File: src/rtl/tap_ind_pkg.sv
package tap_ind_pkg;
  localparam int DATA_W = 18;
  localparam int OP_W   = 2;
  localparam int SR_W   = DATA_W + OP_W;

  typedef enum logic [1:0] {
    OP_POLL0 = 2'b00,
    OP_POLL1 = 2'b01,
    OP_READ  = 2'b10,
    OP_WRITE = 2'b11
  } ind_op_e;
endpackage

File: src/rtl/tap_ind_shreg.sv
module tap_ind_shreg #(
  parameter int W = 20
) (
  input  logic         clk,
  input  logic         rst,
  input  logic         cap_en,
  input  logic         shift_en,
  input  logic         tdi,
  input  logic [W-1:0] cap_word,
  output logic [W-1:0] sr,
  output logic         tdo
);
  always_ff @(posedge clk) begin
    if (rst)           sr <= '0;
    else if (cap_en)   sr <= cap_word;
    else if (shift_en) sr <= {tdi, sr[W-1:1]};
  end

  assign tdo = sr[0];


  shift_top_chk: assert property (@(posedge clk) disable iff (rst)
    (shift_en && !cap_en) |=> (sr[W-1] == $past(tdi)));
endmodule

File: src/rtl/tap_ind_ctrl.sv
module tap_ind_ctrl
  import tap_ind_pkg::*;
#(
  parameter int AW = 8,
  parameter int DW = DATA_W
) (
  input  logic          clk,
  input  logic          rst,
  input  logic          cap_fire,
  input  logic          upd_fire,
  input  logic [1:0]    cmd_op,
  input  logic [DW-1:0] cmd_data,
  input  logic [AW-1:0] addr_in,
  output logic          busy,
  output logic [DW-1:0] rd_result,
  output logic          req_valid,
  input  logic          req_ready,
  output logic          req_we,
  output logic [AW-1:0] req_addr,
  output logic [DW-1:0] req_wdata,
  input  logic          rsp_done,
  input  logic [DW-1:0] rsp_data
);
  logic          pend_v;
  logic          pend_we;
  logic [AW-1:0] pend_addr;
  logic [DW-1:0] pend_data;

  logic upd_cmd, launch_now, launch_pend, finish;
  assign upd_cmd     = upd_fire && (cmd_op == OP_READ || cmd_op == OP_WRITE);
  assign launch_now  = upd_cmd && !busy && !pend_v;
  assign launch_pend = cap_fire && !busy && pend_v;
  assign finish      = rsp_done && busy && !req_valid;

  always_ff @(posedge clk) begin
    if (rst) begin
      busy      <= 1'b0;
      rd_result <= '0;
      req_valid <= 1'b0;
      req_we    <= 1'b0;
      req_addr  <= '0;
      req_wdata <= '0;
      pend_v    <= 1'b0;
      pend_we   <= 1'b0;
      pend_addr <= '0;
      pend_data <= '0;
    end else begin
      if (req_valid && req_ready) req_valid <= 1'b0;
      if (finish) begin
        busy <= 1'b0;
        if (!req_we) rd_result <= rsp_data;
      end
      if (launch_pend) begin
        busy      <= 1'b1;
        req_valid <= 1'b1;
        req_we    <= pend_we;
        req_addr  <= pend_addr;
        req_wdata <= pend_data;
        pend_v    <= 1'b0;
      end else if (launch_now) begin
        busy      <= 1'b1;
        req_valid <= 1'b1;
        req_we    <= (cmd_op == OP_WRITE);
        req_addr  <= addr_in;
        req_wdata <= cmd_data;
      end
      if (upd_cmd && (busy || pend_v)) begin
        pend_v    <= 1'b1;
        pend_we   <= (cmd_op == OP_WRITE);
        pend_addr <= addr_in;
        pend_data <= cmd_data;
      end
    end
  end


  req_hold_chk: assert property (@(posedge clk) disable iff (rst)
    (req_valid && !req_ready) |=> (req_valid && $stable(req_addr)
                                   && $stable(req_we) && $stable(req_wdata)));

  busy_cover_req_chk: assert property (@(posedge clk) disable iff (rst)
    req_valid |-> busy);

  launch_idle_chk: assert property (@(posedge clk) disable iff (rst)
    $rose(req_valid) |-> !$past(busy));

  poll_quiet_chk: assert property (@(posedge clk) disable iff (rst)
    (upd_fire && !cmd_op[1] && !busy && !pend_v) |=> (!req_valid && !busy));

  done_drop_chk: assert property (@(posedge clk) disable iff (rst)
    (rsp_done && busy && !req_valid) |=> !busy);
endmodule

File: src/rtl/tap_indirect_dr.sv
module tap_indirect_dr
  import tap_ind_pkg::*;
#(
  parameter int AW = 8
) (
  input  logic              tck,
  input  logic              rst,
  input  logic              sel,
  input  logic              capture,
  input  logic              shift,
  input  logic              update,
  input  logic              tdi,
  output logic              tdo,
  input  logic [AW-1:0]     reg_addr,
  output logic              busy,
  output logic              req_valid,
  input  logic              req_ready,
  output logic              req_we,
  output logic [AW-1:0]     req_addr,
  output logic [DATA_W-1:0] req_wdata,
  input  logic              rsp_done,
  input  logic [DATA_W-1:0] rsp_data
);
  logic              cap_fire, sh_fire, upd_fire;
  logic [SR_W-1:0]   sr;
  logic [SR_W-1:0]   cap_word;
  logic [DATA_W-1:0] rd_result;

  assign cap_fire = sel && capture;
  assign sh_fire  = sel && shift;
  assign upd_fire = sel && update;
  assign cap_word = {1'b0, rd_result, busy};

  tap_ind_shreg #(.W(SR_W)) u_shreg (
    .clk      (tck),
    .rst      (rst),
    .cap_en   (cap_fire),
    .shift_en (sh_fire),
    .tdi      (tdi),
    .cap_word (cap_word),
    .sr       (sr),
    .tdo      (tdo)
  );

  tap_ind_ctrl #(.AW(AW), .DW(DATA_W)) u_ctrl (
    .clk       (tck),
    .rst       (rst),
    .cap_fire  (cap_fire),
    .upd_fire  (upd_fire),
    .cmd_op    (sr[SR_W-1 -: OP_W]),
    .cmd_data  (sr[DATA_W-1:0]),
    .addr_in   (reg_addr),
    .busy      (busy),
    .rd_result (rd_result),
    .req_valid (req_valid),
    .req_ready (req_ready),
    .req_we    (req_we),
    .req_addr  (req_addr),
    .req_wdata (req_wdata),
    .rsp_done  (rsp_done),
    .rsp_data  (rsp_data)
  );


  cap_busy_bit_chk: assert property (@(posedge tck) disable iff (rst)
    cap_fire |=> (tdo == $past(busy)));
endmodule

File: config.mk
export PLATFORM = sky130hd
export DESIGN_NAME = tap_indirect_dr
export DESIGN_NICKNAME = d
export VERILOG_FILES = /design/src/rtl/tap_ind_pkg.sv /design/src/rtl/tap_ind_shreg.sv /design/src/rtl/tap_ind_ctrl.sv /design/src/rtl/tap_indirect_dr.sv
export SDC_FILE = /design/constraint.sdc
export NUM_CORES = 1
export LEC_CHECK = 0
export CAP_MARGIN = 20
export CORE_ASPECT_RATIO = 0.75
export CORE_MARGIN = 2
export CORE_UTILIZATION = 57
export CTS_CLUSTER_DIAMETER = 100
export DETAILED_ROUTE_END_ITERATION = 16
export PLACE_DENSITY = 0.86
export SYNTH_ARGS = -nofsm -noshare
export SYNTH_HDL_FRONTEND = slang
export SYNTH_HIERARCHICAL = 1
export SYNTH_SLANG_ARGS = --single-unit
File: constraint.sdc
create_clock -name tck -period 3.1 [get_ports tck]
set_clock_uncertainty 0.1 [all_clocks]
set_input_delay 0.775 -clock tck [delete_from_list [all_inputs] [get_ports tck]]
set_output_delay 0.775 -clock tck [all_outputs]
set_load 0.02 [all_outputs]
-- Word level (Yosys, flattened, before mapping)
Cells that the tools add are included.
- equality and inequality tests: 2
- multiplexer cells: 16
- bitwise operators: 1
- reduce and logical (&&, ||, !) cells: 24
- operators by type and width (kind ; count):
    two-way mux 19 bit ; 2
    two-way mux 18 bit ; 2
    two-way mux 8 bit ; 2
    logical AND 1 bit ; 12
    two-way mux 1 bit ; 10
    nonzero test 2 bit ; 3
    nonzero test 3 bit ; 2
    equality test 2 bit (second input constant) ; 2
    logical NOT 1 bit ; 3
    logical OR 1 bit ; 2
    AND reduction 2 bit ; 1
    OR reduction 2 bit ; 1
    NOT 1 bit ; 1
- register bits after elaboration: 95
- input bits: 35
- output and inout port bits: 30
- word-level logic and storage cells: 55

-- Longest topological paths before layout
Gate-level depths: netlist of run 1.
- word-level depth: 7
- depth in mapped cells: 6
- depth with buffers taken out: 4

-- Modules after synthesis
The synthesis of run 1 kept the hierarchy.
- modules (own cells, without submodules) (module ; instances ; cells each ; area an instance (µm²) ; sequential area each (µm²)):
    tap_ind_ctrl ; 1 ; 364 ; 3071.7 ; 1501.4
    tap_ind_shreg ; 1 ; 90 ; 1034.7 ; 400.4
    tap_indirect_dr ; 1 ; 4 ; 22.5 ; 0.0

-- Worst setup path before layout of run 1
No wires, ideal clock.
- path kind: in2reg
- start point: input sel
- end point: register u_ctrl.req_wdata[10]
- setup time: 0.089 ns
- data arrival time: 1.802 ns
- required time: 2.911 ns
- setup slack: 1.110 ns
- cell stages on the path: 6
- buffers on the path: 2
- cell sequence: and2_1 -> and3b_1 -> or2_1 -> buf_6 -> buf_6 -> a311oi_2
- cells in the longest elaborated chain, start to end: 5
- elaborated cells on any way between the ends: 9
- those cells by class: 1 x mux; 8 x reduce/logical
- ends and longest elaborated chain (element ; RTL line ; RTL):
    start, declared ; tap_indirect_dr.sv:8 ; input logic sel,
    logical AND 1 bit ; tap_indirect_dr.sv:31 ; assign upd_fire = sel && update;
    logical AND 1 bit ; tap_ind_ctrl.sv:30 ; assign upd_cmd = upd_fire && (cmd_op == OP_READ || cmd_op == OP_WRITE);
    logical AND 1 bit (2 in a row) ; tap_ind_ctrl.sv:31 ; assign launch_now = upd_cmd && !busy && !pend_v;
    nonzero test 2 bit (no source line) ; -- ;
    end signal, assigned ; tap_ind_ctrl.sv:58 ; req_wdata <= pend_data;
    end signal, assigned ; tap_ind_ctrl.sv:65 ; req_wdata <= cmd_data;
    end, declared ; tap_ind_ctrl.sv:20 ; output logic [DW-1:0] req_wdata,
Several ways; a longest one is shown, not always the timed one.
A chain may end at the register's enable or synchronous reset.

-- Final worst setup path of run 1
- start point: register u_ctrl.busy
- end point: output busy
- RTL lines (element ; RTL line ; RTL):
    start, declared ; tap_ind_ctrl.sv:14 ; output logic busy,
    start signal, assigned ; tap_ind_ctrl.sv:37 ; busy <= 1'b0;
    start signal, assigned ; tap_ind_ctrl.sv:50 ; busy <= 1'b0;
    start signal, assigned ; tap_ind_ctrl.sv:54 ; busy <= 1'b1;
    end, declared ; tap_indirect_dr.sv:15 ; output logic busy,
No word-level cell between the ends.

==> results.yml, run 1 <==
power_and_ir_drop:
  p_total_mw: 2.334
  p_leak_nw: 1.645
  powerDensity_mw_per_mm2: 467.0
  irDropWorstVdd_mv: 0.2969
critical_path:
  crit_type: "reg2out"
  crit_path_end: "busy"
  cp.arrival_ns: 1.58
  critPathMaxStageDelay_ns: 0.68
  path_cells: "clkdlybuf4s50_1"
  r2r-end: "u_ctrl/req_wdata[0]"
  crit_cells: 1
  reg2regPathDepth: 4
  worst_setup_path_start_kind: "flip-flop"
  cp-end-kind: "output pin"
  required_ns: 2.22
  reg2reg_from: "u_ctrl/busy"
  r2r_slack_ns: 1.29
  worst-path-max-fanout: 11
  slowest_stage: "clkdlybuf4s50_1"
  critPathTopFamily: "buffers and inverters"
  startpoint: "u_ctrl/busy"
  crit_buf_inv: 1
logic_synthesis:
  ys_async_sr_fraction: 0
  synth_simple_gate_area_share: 0.2097
  synth_edf_count: 0
  synth_xor_area_frac: 0
  synth_compound_area_frac: 0.2133
  synth.distinct_cells: 29
  muxShareOfSynthArea: 0.05576
  synthFlopType: "dfxtp_1"
  syn_inst: 458
  synth.avg_cell_area_um2: 9.015
  synth_top_family_by_area: "compound AO/OA/AOI/OAI gates"
  ys_warn_count: 6
  synth-adder-area-share: 0
  synth_fp_nets: 493
  synth_area_mm2: 0.004129
  ys_seq_elements: 95
  seq_area_frac_synth: 0.4606
drt:
  ant_nets: 0
  detail_route.first_pass.iterations: 5
  wl_per_cell_um: 14.66
  detail_route.iter0.violations: 198
  vias_per_cell: 5.549
  drc: 0
  routed_wl_mm: 8.945
  vias: 3385
clock_tree:
  post_cts_resized: 0
  htree_levels: 3
  clock-sinks: 95
  cts_buffers: 9
  cts_tree: "yes"
  clk_pin_slew_ns: 0.09
  clock-root-buffer: "clkbuf_8"
  clk_latency_ns: 0.36
  cts_hold_buf: 0
  cts_setup_buffers: 0
  clockBufferDepth: 2
sta:
  layout_min_cycle_time_ns: 2.457
  slew_headroom: 0.6217
  tightest_slew_ns: 0.5674
  hold_viol: 0
  rsz0062_at_grt: "false"
  finalMaxSlewViolations: 0
  setup_viol: 0
  fin_tns_setup_ns: 0
  fin_crit_sh: 0.7927
  fmax_ghz: 0.4069
global_route:
  grt_max_degree: 46
  grt_use_total: 0.2380
  overflow: 0
  grt_pass1_vias: 3199
  grt_pass1_wl_mm: 14.87
  antenna_found_initial: 0
floorplan:
  coreArea_mm2: 0.006897
  rows: 26
  start_util: 0.5987
  ios: 65
  dieArea_mm2: 0.007948
  die_w_um: 102.3
  fp.dieH_um: 77.71
final_layout:
  final_common_cell: "nand2_1"
  seqCellArea_mm2: 0.001902
  multi_input_area_mm2: 0.001987
  area_growth_pct: 21.03
  finalNetCount: 542
  drive_above_1_share: 0.1445
  final_cell_mix: "136 x nand2_1, 95 x dfxtp_1, 63 x clkdlybuf4s50_1"
  num_antenna_cells: 0
  nFillCells: 550
placement:
  dp_hpwl_mm: 5.971
  port_buffers: 64
  gp_congestion: 0.7777
hold_path:
  hold_class: "reg2reg"
  hp-start: "u_ctrl/rd_result[10]"
flow_run:
  cap_violations: 0
run_status:
  status: "finished, final reports clean"
-- cell families (layout without fill, tap and decap cells) --
| kind of cell | after synthesis | in the layout |
|---|---|---|
| other | 1 | 1 |
| and+or+nand+nor | 196 | 196 |
| DFF | 95 | 95 |
| buffers and inverters | 44 | 98 |
| muxes | 23 | 23 |
| AOI/OAI and AO/OA | 99 | 99 |
-- metal layers --
| metal | vias up | part of all wire | global-route usage |
|---|---|---|---|
| li1 | 1674 | - | - |
| met3 | 6 | 0.053 | 0.06396 |
| met4 | 0 | 0.011 | 0.08400 |
| met2 | 90 | 0.49 | 0.3980 |
| met1 | 1615 | 0.45 | 0.2948 |
| met5 | - | 0 | 0 |
-- worst reg2reg max path, delay by kind of cell (launching register included) --
kind / cells / cell delay (ns)
buffers and inverters: 1 / 0.22
DFF: 1 / 0.54
AOI/OAI and AO/OA: 1 / 0.24
and+or+nand+nor: 2 / 0.61
-- report_power, final --
group,leakage (nW),internal [mW],total [mW],switching (mW)
Combinational,0.783,0.123,0.242,0.119
Clock,0.0916,0.393,0.813,0.420
Sequential,0.770,1.25,1.28,0.0284
-- flip-flops by register name, summed over array words and instances, names as in the netlist --
register          flops
u_ctrl/pend_addr      8
u_ctrl/req_addr       8
u_ctrl/pend_data     18
u_ctrl/req_valid      1
u_ctrl/rd_result     18
u_ctrl/busy           1
u_ctrl/req_we         1
u_ctrl/req_wdata     18
u_ctrl/pend_v         1
u_ctrl/pend_we        1
u_shreg/sr           20
-- cells in the mapped netlist (4+ instances only) --
| library cell | count | share of area |
|---|---|---|
| a211oi_2 | 20 | 0.061 |
| a21oi_1 | 48 | 0.058 |
| a311oi_1 | 4 | 0.0085 |
| a311oi_2 | 20 | 0.073 |
| buf_2 | 11 | 0.013 |
| buf_4 | 4 | 0.0073 |
| buf_6 | 7 | 0.019 |
| clkbuf_1 | 19 | 0.017 |
| dfxtp_1 | 95 | 0.46 |
| mux2i_1 | 23 | 0.056 |
| nand2_1 | 136 | 0.12 |
| nor2_1 | 5 | 0.0045 |
| nor2b_1 | 20 | 0.030 |
| nor3_1 | 23 | 0.028 |
-- final cells by class --
| class | count | area share |
|---|---|---|
| clock buffers | 11 | 0.02829 |
| clock inverters | 5 | 0.01152 |
| inverters | 3 | 0.002253 |
| multi-input cells | 319 | 0.3976 |
| flip-flops and latches | 95 | 0.3806 |
| well taps | 98 | 0.02454 |
| repair buffers | 79 | 0.1552 |
-- worst min path at each step --
stage / end / slack [ns] / cells past startpoint
finish: u_ctrl/rd_result[10] / 0.36 / 2
global route: u_ctrl/rd_result[12] / 0.38 / 2
CTS: u_ctrl/rd_result[2] / 0.36 / 2
detailed placement: u_ctrl/rd_result[2] / 0.35 / 2
global placement: u_ctrl/pend_data[17] / 0.34 / 2
floorplan: u_ctrl/pend_addr[0] / 0.34 / 2
-- through the flow --
step | setup slack, ns | std cells | hold slack [ns] | util | area (um2)
3_3_place_gp | 0.5055 | 594 | 0.3418 | 0.6958 | 4798
6_report | 0.6426 | 610 | 0.3575 | 0.7246 | 4997
4_1_cts | 0.6342 | 610 | 0.3588 | 0.7246 | 4997
2_1_floorplan | 1.110 | 458 | 0.3366 | - | 4129
5_1_grt | 0.5736 | 610 | 0.3788 | 0.7246 | 4997
3_5_place_dp | 0.4087 | 594 | 0.3470 | 0.6958 | 4798
Power figures use the tool's default switching activity.
==> inputs of run 2 (changes only) <==
Settings changed: CORE_UTILIZATION 57 to 53, PLACE_DENSITY 0.86 to 0.81.
Clock period 3.1 ns to 2.4 ns, I/O delays scaled along.
==> results.yml, run 2 (synthesis gave the netlist of run 1 again) <==
floorplan:
  die_w_um: 105.9
  ios: 65
  start_util: 0.5556
  dieArea_mm2: 0.008520
  fp.dieH_um: 80.44
  rows: 27
  coreArea_mm2: 0.007432
power_and_ir_drop:
  irDropWorstVdd_mv: 0.3445
  power_frac_seq: 0.549
  switchingPower_mw: 0.7487
  power_frac_comb: 0.105
  powerDensity_mw_per_mm2: 594.4
  swShare: 0.2487
  clkPwrFrac: 0.346
  intPower_mw: 2.261
  p_leak_nw: 1.672
  p_total_mw: 3.010
hold_path:
  hold_class: "reg2reg"
clock_tree:
  cts_hold_buf: 0
  clk_latency_ns: 0.36
  clockBufferDepth: 2
  htree_levels: 3
  cts_tree: "yes"
  post_cts_resized: 0
  cts_setup_buffers: 0
  cts_buffers: 9
  clock-sinks: 95
  clock-root-buffer: "clkbuf_8"
  clk_pin_slew_ns: 0.09
sta:
  setup_viol: 0
  rsz0062_at_grt: "false"
  fin_crit_sh: 0.9665
  fmax_ghz: 0.4311
  finalMaxSlewViolations: 0
  slew_headroom: 0.6272
  fin_tns_setup_ns: 0
  tightest_slew_ns: 0.5576
  layout_min_cycle_time_ns: 2.320
  setup_ws_ns: 0.08030
  hold_viol: 0
critical_path:
  crit_buf_inv: 1
  worst-path-max-fanout: 11
  critPathTopFamily: "buffers and inverters"
  crit_type: "reg2out"
  slowest_stage: "clkdlybuf4s50_1"
  worst_setup_path_start_kind: "flip-flop"
  required_ns: 1.70
  cp-end-kind: "output pin"
  path_cells: "clkdlybuf4s50_1"
  cp.arrival_ns: 1.62
  critPathMaxStageDelay_ns: 0.68
run_status:
  status: "finished, final reports clean"
drt:
  detail_route.first_pass.iterations: 4
  drc: 0
  wl_per_cell_um: 14.60
  ant_nets: 0
  vias_per_cell: 5.440
  detail_route.iter0.violations: 147
  vias: 3329
  routed_wl_mm: 8.936
global_route:
  antenna_found_initial: 0
  grt_pass1_vias: 3264
  grt_pass1_wl_mm: 15.23
  grt_use_total: 0.2254
  grt_max_degree: 96
  overflow: 0
flow_run:
  cap_violations: 0
final_layout:
  final_common_cell: "nand2_1"
  finalNetCount: 541
  area_growth_pct: 22.64
  num_antenna_cells: 0
  drive_above_1_share: 0.1448
  largest_reg_flops: 20
  regMostFlops: "u_shreg/sr"
  final_cell_mix: "136 x nand2_1, 95 x dfxtp_1, 63 x clkdlybuf4s50_1"
  nFillCells: 603
placement:
  dp_hpwl_mm: 5.831
  gp_congestion: 0.7623
  dp_slack_ns: 0.07284
  port_buffers: 64
-- run 2: changes by cell type in the layout (fill, tap and decap cells not counted), sizes merged --
cell      delta
clkinvlp     -2
clkinv       +2
buf          -1
clkbuf       -2
inv          +2
-- run 2: final timing paths --
path | start | end | slack [ns] | depth (start not counted)
max reg2reg | u_ctrl/busy | u_ctrl/req_wdata[16] | 0.66 | 4
max | u_ctrl/busy | busy | 0.08 | 1
min | u_ctrl/rd_result[1] | u_ctrl/rd_result[1] | 0.36 | 2
min reg2reg | u_ctrl/rd_result[1] | u_ctrl/rd_result[1] | 0.36 | 2
-- run 2: cell type report --
cell class | instances | area, um2 | share of cell area
Multi-Input combinational cell | 319 | 1987 | 0.3924
Sequential cell | 95 | 1902 | 0.3756
Timing Repair Buffer | 78 | 843.3 | 0.1665
Tap cell | 101 | 126.4 | 0.02496
Clock buffer | 9 | 123.9 | 0.02446
Clock inverter | 7 | 70.07 | 0.01384
Inverter | 3 | 11.26 | 0.002224
-- run 2: power by group through the flow --
stage	sequential [mW]	clock, mW	combinational [mW]
2_1_floorplan	1.70	0	0.176
3_3_place_gp	1.69	0	0.309
3_5_place_dp	1.69	0	0.318
6_report	1.65	1.04	0.315
5_1_grt	1.66	1.14	0.341
4_1_cts	1.65	1.07	0.318
-- run 2: through the flow --
stage,std cells,cell area (um2),util,hold slack [ns]
final,612,5064,0.6813,0.3595
after global routing,612,5064,0.6813,0.3800
after global placement,596,4870,0.6552,0.3416
after floorplan,458,4129,-,0.3366
after detailed placement,596,4870,0.6552,0.3468
after CTS,612,5064,0.6813,0.3594
-- run 2: layer usage --
layer  up-vias  GRT usage  part of all wire
met5         -          0                 0
met4         0    0.06447             0.013
met3        13    0.06088             0.052
met2        78     0.4013              0.50
met1      1565     0.2691              0.44
li1       1673          -                 -
-- run 2: tightest hold or removal path: stages (launching register included) --
cell     delay (ns)
dfxtp_1        0.32
nand2_1        0.05
a21oi_1        0.05
==> inputs of run 3 (changes only) <==
Settings changed: CELL_PAD_IN_SITES_DETAIL_PLACEMENT set to 2, CELL_PAD_IN_SITES_GLOBAL_PLACEMENT set to 2, CORE_UTILIZATION 53 to 32, PLACE_DENSITY 0.81 to not set, PLACE_DENSITY_LB_ADDON set to 0.1.
==> results.yml, run 3 (synthesis gave the netlist of run 1 again) <==
drt:
  drc: 0
  detail_route.iter0.violations: 99
  vias_per_cell: 4.997
  ant_nets: 0
  routed_wl_mm: 12.21
  detail_route.first_pass.iterations: 4
  wl_per_cell_um: 17.80
  vias: 3428
critical_path:
  critPathMaxStageDelay_ns: 0.64
  worst_setup_path_start_kind: "flip-flop"
  cp-end-kind: "output pin"
  startpoint: "u_shreg/sr[0]"
  path_cells: "clkdlybuf4s50_1"
  r2r_slack_ns: 0.70
  cp.arrival_ns: 1.41
  critPathTopFamily: "buffers and inverters"
  required_ns: 1.70
  crit_cells: 1
  crit_type: "reg2out"
  worst-path-max-fanout: 4
  reg2reg_from: "u_ctrl/busy"
  reg2regPathDepth: 5
  crit_buf_inv: 1
  slowest_stage: "clkdlybuf4s50_1"
floorplan:
  dieArea_mm2: 0.01384
  fp.dieH_um: 102.4
  start_util: 0.3320
  ios: 65
  coreArea_mm2: 0.01244
  rows: 35
  die_w_um: 135.2
placement:
  dp_hpwl_mm: 8.418
  port_buffers: 64
  gp_congestion: 0.6991
final_layout:
  regMostFlops: "u_shreg/sr"
  final_util: 0.4293
  area_growth_pct: 29.30
  final_common_cell: "nand2_1"
  finalNetCount: 551
  largest_reg_flops: 20
  final_cell_mix: "136 x nand2_1, 95 x dfxtp_1, 63 x clkdlybuf4s50_1"
  num_antenna_cells: 0
  drive_above_1_share: 0.1596
  nFillCells: 1347
hold_path:
  hold_class: "reg2reg"
  hold_depth: 2
  hp-start: "u_ctrl/pend_data[13]"
clock_tree:
  cts_buffers: 9
  clock-root-buffer: "clkbuf_16"
  htree_levels: 3
  cts_tree: "yes"
  cts_setup_buffers: 0
  clk_pin_slew_ns: 0.06
  clk_latency_ns: 0.34
  post_cts_resized: 0
  clockBufferDepth: 2
  cts_hold_buf: 0
  clock-sinks: 95
global_route:
  grt_max_degree: 34
  antenna_found_initial: 0
  grt_pass1_vias: 3763
  overflow: 0
  grt_pass1_wl_mm: 19.85
  grt_use_total: 0.1869
sta:
  rsz0062_at_grt: "false"
  tightest_slew_ns: 0.5092
  slew_headroom: 0.6605
  layout_min_cycle_time_ns: 2.111
  hold_viol: 0
  fin_crit_sh: 0.8796
  setup_viol: 0
  whs_ns: 0.3567
  finalMaxSlewViolations: 0
  fmax_ghz: 0.4737
power_and_ir_drop:
  irDropWorstVdd_mv: 0.3510
  p_leak_nw: 1.771
  powerDensity_mw_per_mm2: 647.3
run_status:
  status: "finished, final reports clean"
flow_run:
  cap_violations: 0
## run 3: cell count changes in the layout (fill, tap and decap cells not counted)
cell,previous run,this run
buf_4,7,16
clkinv_2,3,1
and3b_2,0,1
buf_12,8,9
clkbuf_8,9,2
clkbuf_16,0,9
clkbuf_1,0,1
inv_6,2,0
and3b_1,1,0
## run 3: layer usage
layer	vias to the layer above	track usage	part of all wire
met5	-	0	0
met4	0	0.04808	0.0085
met3	8	0.04266	0.028
met2	45	0.3393	0.51
met1	1691	0.2255	0.45
li1	1684	-	-
## run 3: cell type report
type	instances	area [um2]	area share
timing repair buffer	88	930.9	0.1744
multi-input combinational	319	1988	0.3724
inverter	3	11.26	0.002109
clock buffer	12	256.5	0.04804
sequential	95	1902	0.3562
clock inverter	3	42.54	0.007968
tap	166	207.7	0.03890
## run 3: report_power, final
part | total [mW] | switching [mW] | internal, mW
Combinational | 0.337 | 0.167 | 0.171
Clock | 1.46 | 0.603 | 0.858
Sequential | 1.66 | 0.0407 | 1.62
## run 3: path summary, 6_finish.rpt
path / endpoint
max reg2reg: u_ctrl/req_wdata[4]
min: u_ctrl/pend_data[13]
min reg2reg: u_ctrl/pend_data[13]
max: tdo
## run 3: metrics by stage
| stage | total power [mW] | instances | setup WS [ns] | TNS [ns] | cell area (um2) |
|---|---|---|---|---|---|
| 6_report | 3.456 | 686 | 0.2891 | 0 | 5339 |
| 3_5_place_dp | 2.034 | 671 | -0.06657 | -0.06657 | 5040 |
| 5_1_grt | 3.612 | 686 | 0.2363 | 0 | 5339 |
| 3_3_place_gp | 2.022 | 671 | 0.1285 | 0 | 5040 |
| 4_1_cts | 3.514 | 686 | 0.2886 | 0 | 5339 |
| 2_1_floorplan | 1.874 | 458 | 0.5848 | 0 | 4129 |
